==> config.mk <==
export PLATFORM = sky130hd
export DESIGN_NAME = i2c_addr_master
export DESIGN_NICKNAME = d
export VERILOG_FILES = /design/src/rtl/addr_seq_pkg.sv /design/src/rtl/addr_seq_ctrl.sv /design/src/rtl/addr_seq_dp.sv /design/src/rtl/i2c_addr_master.sv
export SDC_FILE = /design/constraint.sdc
export NUM_CORES = 1
export LEC_CHECK = 0
export CAP_MARGIN = 20
export CORE_MARGIN = 1
export CORE_UTILIZATION = 65
export DETAILED_ROUTE_END_ITERATION = 7
export DONT_BUFFER_PORTS = 1
export PLACE_DENSITY = 0.83
export SLEW_MARGIN = 30
export SYNTH_ARGS = -nofsm -noshare
export SYNTH_HDL_FRONTEND = slang
export SYNTH_SLANG_ARGS = --single-unit
==> constraint.sdc <==
create_clock -name clk -period 6.36 [get_ports clk]
set_clock_uncertainty 0.2 [all_clocks]
set_input_delay 0.954 -clock clk [delete_from_list [all_inputs] [get_ports clk]]
set_output_delay 0.954 -clock clk [all_outputs]
set_load 0.02 [all_outputs]
==> src/rtl/addr_seq_pkg.sv <==
package addr_seq_pkg;

  // Four phases per bit: low/setup, release, high/sample, low again
  localparam int PHASES = 4;

  typedef enum logic [2:0] {
    ST_IDLE,
    ST_START,
    ST_SHIFT,
    ST_HOLD,
    ST_RESTART,
    ST_STOP,
    ST_SLAVE
  } seqState_t;

  typedef enum logic [1:0] {
    SDA_REL  = 2'd0,
    SDA_LOW  = 2'd1,
    SDA_DATA = 2'd2
  } sdaMode_t;

  typedef struct packed {
    logic     loadByte;
    logic     shiftBit;
    logic     captureAck;
    logic     setDir;
    logic     beginMaster;
    logic     freshStart;
    logic     loseArb;
    logic     endMaster;
    logic     sclLow;
    sdaMode_t sdaMode;
  } seqStrobe_t;

endpackage

==> src/rtl/addr_seq_ctrl.sv <==
module addr_seq_ctrl
  import addr_seq_pkg::*;
#(
  parameter int BYTE_W = 8
) (
  input  logic       clk,
  input  logic       rstN,
  input  logic       bitTick,
  input  logic       cmdStart,
  input  logic       cmdRestart,
  input  logic       cmdStop,
  input  logic       cmdSendAddr,
  input  logic       sdaIn,
  input  logic       sclIn,
  input  logic       sendBit,
  input  logic       startSeen,
  input  logic       busBusy,
  output seqStrobe_t stb
);

  localparam int PH_W  = $clog2(PHASES);
  localparam int CNT_W = $clog2(BYTE_W + 1);
  localparam logic [CNT_W-1:0] ACK_IDX = CNT_W'(BYTE_W);
  localparam logic [PH_W-1:0]  PH0 = PH_W'(0);
  localparam logic [PH_W-1:0]  PH1 = PH_W'(1);
  localparam logic [PH_W-1:0]  PH2 = PH_W'(2);
  localparam logic [PH_W-1:0]  PH3 = PH_W'(3);

  seqState_t        state, nState;
  logic [PH_W-1:0]  phase, nPhase;
  logic [CNT_W-1:0] bitIdx, nBit;
  logic             firstByte, nFirst;
  logic             lose;

  always_ff @(posedge clk) begin
    if (!rstN) begin
      state     <= ST_IDLE;
      phase     <= PH0;
      bitIdx    <= '0;
      firstByte <= 1'b0;
    end else begin
      state     <= nState;
      phase     <= nPhase;
      bitIdx    <= nBit;
      firstByte <= nFirst;
    end
  end

  always_comb begin
    stb    = '0;
    nState = state;
    nPhase = phase;
    nBit   = bitIdx;
    nFirst = firstByte;
    lose   = 1'b0;

    // line levels for the current phase
    case (state)
      ST_START: begin
        stb.sdaMode = (phase == PH0) ? SDA_REL : SDA_LOW;
        stb.sclLow  = (phase == PH2);
      end
      ST_SHIFT: begin
        stb.sdaMode = (bitIdx == ACK_IDX) ? SDA_REL : SDA_DATA;
        stb.sclLow  = (phase == PH0) || (phase == PH3);
      end
      ST_HOLD: stb.sclLow = 1'b1;
      ST_RESTART: begin
        stb.sdaMode = (phase == PH2 || phase == PH3) ? SDA_LOW : SDA_REL;
        stb.sclLow  = (phase == PH0) || (phase == PH3);
      end
      ST_STOP: begin
        stb.sdaMode = (phase == PH0 || phase == PH1) ? SDA_LOW : SDA_REL;
        stb.sclLow  = (phase == PH0);
      end
      default: ;
    endcase

    // sequencing
    case (state)
      ST_IDLE: begin
        if (cmdStart) begin
          if (busBusy || !sdaIn || !sclIn) begin
            lose = 1'b1;
          end else begin
            stb.loadByte    = 1'b1;
            stb.beginMaster = 1'b1;
            stb.freshStart  = 1'b1;
            nState = ST_START;
            nPhase = PH0;
            nFirst = 1'b1;
          end
        end
      end
      ST_START: begin
        if (bitTick) begin
          if (phase == PH0) begin
            if (!sdaIn || !sclIn) lose = 1'b1;
            else nPhase = PH1;
          end else if (phase == PH1) begin
            nPhase = PH2;
          end else begin
            nState = ST_SHIFT;
            nPhase = PH0;
            nBit   = '0;
          end
        end
      end
      ST_SHIFT: begin
        if (startSeen && bitIdx == '0 && phase != PH0) begin
          lose = 1'b1;  // someone else started on our first bit
        end else if (bitTick) begin
          case (phase)
            PH0: nPhase = PH1;
            PH1: nPhase = PH2;
            PH2: begin
              if (bitIdx != ACK_IDX) begin
                if (sendBit && !sdaIn) lose = 1'b1;
              end else begin
                stb.captureAck = 1'b1;
              end
              nPhase = PH3;
            end
            default: begin
              nPhase = PH0;
              if (bitIdx == ACK_IDX) begin
                stb.setDir = firstByte;
                nFirst = 1'b0;
                nState = ST_HOLD;
              end else begin
                stb.shiftBit = 1'b1;
                nBit = bitIdx + 1'b1;
              end
            end
          endcase
        end
      end
      ST_HOLD: begin
        if (cmdRestart) begin
          stb.loadByte    = 1'b1;
          stb.beginMaster = 1'b1;
          nState = ST_RESTART;
          nPhase = PH0;
          nFirst = 1'b1;
        end else if (cmdStop) begin
          nState = ST_STOP;
          nPhase = PH0;
        end else if (cmdSendAddr) begin
          stb.loadByte = 1'b1;
          nState = ST_SHIFT;
          nPhase = PH0;
          nBit   = '0;
        end
      end
      ST_RESTART: begin
        if (bitTick) begin
          case (phase)
            PH0: nPhase = PH1;
            PH1: begin
              if (!sdaIn || !sclIn) lose = 1'b1;
              else nPhase = PH2;
            end
            PH2: nPhase = PH3;
            default: begin
              nState = ST_SHIFT;
              nPhase = PH0;
              nBit   = '0;
            end
          endcase
        end
      end
      ST_STOP: begin
        if (bitTick) begin
          if (phase == PH2) begin
            if (!sdaIn) begin
              lose = 1'b1;
            end else begin
              stb.endMaster = 1'b1;
              nState = ST_IDLE;
              nPhase = PH0;
            end
          end else begin
            nPhase = phase + 1'b1;
          end
        end
      end
      default: begin  // ST_SLAVE: passive until the bus is free
        if (!busBusy) begin
          nState = ST_IDLE;
          nPhase = PH0;
        end
      end
    endcase

    if (lose) begin
      stb          = '0;
      stb.loseArb  = 1'b1;
      nState       = ST_SLAVE;
      nPhase       = PH0;
    end
  end


  restart_busy_chk: assert property (@(posedge clk) disable iff (!rstN)
    (state == ST_RESTART) |-> busBusy);


  slave_release_chk: assert property (@(posedge clk) disable iff (!rstN)
    stb.loseArb |=> (state == ST_SLAVE));

endmodule

==> src/rtl/addr_seq_dp.sv <==
module addr_seq_dp
  import addr_seq_pkg::*;
#(
  parameter int BYTE_W = 8
) (
  input  logic              clk,
  input  logic              rstN,
  input  seqStrobe_t        stb,
  input  logic [BYTE_W-1:0] addrByte,
  input  logic              sdaIn,
  input  logic              sclIn,
  output logic              sendBit,
  output logic              startSeen,
  output logic              sdaOe,
  output logic              sclOe,
  output logic              busBusy,
  output logic              isMaster,
  output logic              isTx,
  output logic              lastRxBit,
  output logic              arbLost
);

  logic [BYTE_W-1:0] shReg;
  logic              sentLsb;
  logic              sdaPrev, sclPrev;
  logic              stopSeen;

  assign sendBit   = shReg[BYTE_W-1];
  assign startSeen = sclPrev && sclIn && sdaPrev && !sdaIn;
  assign stopSeen  = sclPrev && sclIn && !sdaPrev && sdaIn;

  always_ff @(posedge clk) begin
    if (!rstN) begin
      shReg     <= '0;
      sentLsb   <= 1'b0;
      sdaPrev   <= 1'b1;
      sclPrev   <= 1'b1;
      sdaOe     <= 1'b0;
      sclOe     <= 1'b0;
      busBusy   <= 1'b0;
      isMaster  <= 1'b0;
      isTx      <= 1'b0;
      lastRxBit <= 1'b0;
      arbLost   <= 1'b0;
    end else begin
      sdaPrev <= sdaIn;
      sclPrev <= sclIn;
      sclOe   <= stb.sclLow;
      sdaOe   <= (stb.sdaMode == SDA_LOW) ||
                 ((stb.sdaMode == SDA_DATA) && !shReg[BYTE_W-1]);

      if (stb.loadByte) begin
        shReg   <= addrByte;
        sentLsb <= addrByte[0];
      end else if (stb.shiftBit) begin
        shReg <= {shReg[BYTE_W-2:0], 1'b0};
      end

      if (stb.captureAck) lastRxBit <= sdaIn;

      if (stopSeen) busBusy <= 1'b0;
      else if (startSeen || stb.beginMaster) busBusy <= 1'b1;

      if (stb.loseArb || stb.endMaster) begin
        isMaster <= 1'b0;
        isTx     <= 1'b0;
      end else if (stb.beginMaster) begin
        isMaster <= 1'b1;
        isTx     <= 1'b1;
      end else if (stb.setDir && !lastRxBit) begin
        isTx <= !sentLsb;
      end

      if (stb.loseArb) arbLost <= 1'b1;
      else if (stb.freshStart) arbLost <= 1'b0;
    end
  end


  shift_low_chk: assert property (@(posedge clk) disable iff (!rstN)
    stb.shiftBit |-> sclOe);


  stop_busy_chk: assert property (@(posedge clk) disable iff (!rstN)
    stopSeen |=> !busBusy);


  begin_flags_chk: assert property (@(posedge clk) disable iff (!rstN)
    stb.beginMaster |=> (isMaster && isTx && busBusy));


  lost_flags_chk: assert property (@(posedge clk) disable iff (!rstN)
    $rose(arbLost) |-> (!isMaster && !isTx));

endmodule

==> src/rtl/i2c_addr_master.sv <==
module i2c_addr_master
  import addr_seq_pkg::*;
#(
  parameter int BYTE_W = 8
) (
  input  logic              clk,
  input  logic              rstN,
  input  logic              bitTick,
  input  logic              cmdStart,
  input  logic              cmdRestart,
  input  logic              cmdStop,
  input  logic              cmdSendAddr,
  input  logic [BYTE_W-1:0] addrByte,
  input  logic              sdaIn,
  input  logic              sclIn,
  output logic              sdaOe,
  output logic              sclOe,
  output logic              busBusy,
  output logic              isMaster,
  output logic              isTx,
  output logic              lastRxBit,
  output logic              arbLost
);

  seqStrobe_t stb;
  logic       sendBit;
  logic       startSeen;

  addr_seq_ctrl #(.BYTE_W(BYTE_W)) i_ctrl (
    .clk        (clk),
    .rstN       (rstN),
    .bitTick    (bitTick),
    .cmdStart   (cmdStart),
    .cmdRestart (cmdRestart),
    .cmdStop    (cmdStop),
    .cmdSendAddr(cmdSendAddr),
    .sdaIn      (sdaIn),
    .sclIn      (sclIn),
    .sendBit    (sendBit),
    .startSeen  (startSeen),
    .busBusy    (busBusy),
    .stb        (stb)
  );

  addr_seq_dp #(.BYTE_W(BYTE_W)) i_dp (
    .clk       (clk),
    .rstN      (rstN),
    .stb       (stb),
    .addrByte  (addrByte),
    .sdaIn     (sdaIn),
    .sclIn     (sclIn),
    .sendBit   (sendBit),
    .startSeen (startSeen),
    .sdaOe     (sdaOe),
    .sclOe     (sclOe),
    .busBusy   (busBusy),
    .isMaster  (isMaster),
    .isTx      (isTx),
    .lastRxBit (lastRxBit),
    .arbLost   (arbLost)
  );

endmodule

==> metrics.txt <==
status=finished clean; Async S/R FF share, synth=0; Seq/Total Area, Yosys=0.3073; post-DR wirelength/cell=18.12 um; Final setup viols=0; CP delay by family, top=flip-flops; RSZ-0062 raised after global routing=no; number of flops mapped to enable cells by yosys=0; global-route usage over all layers=0.3187; Worst Max-Slew Pin Slew=0.8573 ns; largest cells by area after synthesis=dfxtp_1 31%, a21oi_1 5.8%, ha_1 4.1%; Final Util=0.7149; Remaining DRCs=0; # IOs=24; hold endpoint=i_dp.sentLsb$_SDFFE_PN0P_; Nets=242; post-route ant nets=0; CP max-delay cell=dfxtp_1; cell count after synthesis=228; Worst-path clk slew=0.16 ns; die width=54.98 um; pin count of the biggest net entering global routing=29; TritonCTS clock tree=done; IO buf count=0; r2r endpoint=i_dp.sclOe$_SDFF_PP0_; clk sinks=28; FF+latch count, synth=28; vias per cell=7.157; # rows=18; worst hold path class=register to register; placed wire-length estimate=3187 um; Yosys warnings=0; reg2reg path depth=5; post-CTS setup buffer count=0; Critical Path Fanout Max=28; P&R area growth vs syn=0.6172%; crit path capture type=register; critical path type=register to register; CP Launch Type=register; crit-path max cell delay=0.91 ns; ant diodes=0; die height=54.98 um; final worst path period need=2.741 ns; PD cells=444.1 nW/um^2; Slew Viols, Final=0; number of hold buffers added after cts=0; setup TNS=0 ns; vias in the first global route=1528; FF-to-FF Start=i_ctrl.state[2]$_SDFFE_PN0P_; CTS Buf Count=3; H-Tree Depth=1; buffers and inverters on the worst path=0; cell taking the most area after synthesis=dfxtp_1; Max VDD drop=396.1 uV; fraction of layout instances using a drive strength above 1=0.04587; global-route wire length before repair=6934 um; final wirelength=4494 um; Peak Freq=0.3648 GHz; relative slew slack=0.4277; Hold Crit Start=i_dp.sentLsb$_SDFFE_PN0P_; Crit path required time=6.38 ns; DR vias=1775; crit-path cells=nor2b_1 > mux2i_1 > o31a_1 > nand4_1 > a2111oi_0; top-area cell type share of the netlist area=0.3073; Max Cap Viol=0; syn avg cell area=8.001 um^2; CTS Buffer Depth=2; Top FF cell, synth=dfxtp_1; Synth cell types=52; static leakage=0.0006252 uW; antenna violations before repair=0; remaining global-route overflow=0; Post-Synthesis Cell Area=1824 um^2; Net Count, Synth=251; root buf cell=clkbuf_4; DR pass1 iterations=7; Core ar.=2567 um^2; reg2reg setup slack=3.62 ns; clock latency on the worst-skew pair=0.34 ns; drt initial violations=136; CP arrival=2.77 ns; Final Hold Fails=0; DIE AREA=3022 um^2; Resized cells post-CTS=0; hold path cells=2; Tcrit/Tclk final=0.4310; starting density of the core=0.7105; GPL Wtd Cong=0.8789
worst max-delay path by stage:
stage / from / endpoint / slack (ns) / cells past startpoint
finish: i_ctrl.state[2]$_SDFFE_PN0P_ / i_dp.sclOe$_SDFF_PP0_ / 3.62 / 5
global route: i_ctrl.state[2]$_SDFFE_PN0P_ / i_dp.sclOe$_SDFF_PP0_ / 3.44 / 5
CTS: i_ctrl.state[2]$_SDFFE_PN0P_ / i_dp.sclOe$_SDFF_PP0_ / 3.68 / 5
detailed placement: i_ctrl.state[2]$_SDFFE_PN0P_ / i_dp.sclOe$_SDFF_PP0_ / 3.72 / 5
global placement: sclIn / i_ctrl.state[1]$_SDFFE_PN0P_ / 3.85 / 5
floorplan: sdaIn / i_ctrl.state[1]$_SDFFE_PN0P_ / 3.77 / 6
worst register-to-register path: cells and delay by family, from the launching register on:
family,cells,cell delay (ns)
flip-flops,1,0.91
AO/OA/AOI/OAI,2,0.66
AND/OR/NAND/NOR,2,0.58
multiplexers,1,0.27
layer usage:
layer	global-route usage	vias up	routed length, um
met5	0	-	0
met4	0.1167	0	116
met3	0.05191	23	364
met2	0.5301	93	2082
met1	0.4124	832	1930
li1	-	827	-
metrics by stage:
stage          hold slack, ns  instance area (um^2)  power [uW]  cells  setup WS [ns]
2_1_floorplan          0.2363                  1824       618.7    228          3.772
3_3_place_gp           0.2449                  1783       667.4    244          3.845
4_1_cts                0.2692                  1836       799.8    248          3.677
3_5_place_dp           0.2498                  1783       683.0    244          3.721
6_report               0.2674                  1836       815.1    248          3.619
5_1_grt                0.2842                  1836       864.1    248          3.439
cell usage after synthesis, drive strengths merged, types with 2 or more instances:
cell	n
dfxtp	28
a21oi	21
nand2	18
inv	11
nand3	11
o21ai	11
buf	10
nor2	10
a22oi	7
a211oi	6
a31oi	6
ha	6
nand2b	6
a21o	5
nand3b	5
nor2b	5
clkbuf	4
mux2i	4
o22ai	4
and2	3
and3	3
and3b	3
nand4	3
nand4b	3
nor3	3
nor3b	3
o211ai	3
a2111oi	2
a211o	2
nor4b	2
o21a	2
o31a	2
or3b	2
cell usage in the layout, fill, tap and decap left out, drive strengths merged, types with 6 or more instances in the layout:
cell type	count
dfxtp	28
a21oi	21
nand2	18
inv	11
nand3	11
o21ai	11
nor2	10
a22oi	7
a31oi	6
nand2b	6
ha	6
a211oi	6
kinds of logic (layout without fill, tap and decap cells):
logic type | after synthesis | count (layout) | share of synthesized area
buffers and inverters | 25 | 15 | 0.06584
and+or+nand+nor | 86 | 86 | 0.2757
muxes | 5 | 5 | 0.02812
adders and majority gates | 6 | 6 | 0.04115
DFF | 28 | 28 | 0.3073
AOI/OAI and AO/OA | 78 | 78 | 0.2819
registers in the layout, indices dropped and copies added, names as in the netlist:
register and flops:
i_ctrl.state 3, i_dp.shReg 8, i_ctrl.phase 2, i_dp.busBusy 1, i_ctrl.firstByte 1, i_dp.arbLost 1
i_dp.sclPrev 1, i_ctrl.bitIdx 4, i_dp.sclOe 1, i_dp.isTx 1, i_dp.sdaPrev 1, i_dp.sdaOe 1
i_dp.lastRxBit 1, i_dp.isMaster 1, i_dp.sentLsb 1
power breakdown:
part	internal, uW	switching, uW
registers	210	85.7
clock network	63.8	56.5
logic	168	232
total	441	374
area by class of cell:
class                      count  area (um^2)
clock inverter                 1        30.03
tap                           30        37.54
inverter                      11        41.29
multi-input combinational    175         1144
clock buffer                   3        22.52
sequential                    28        560.5
fill                         208        732.0
Power figures use the tool's default switching activity.
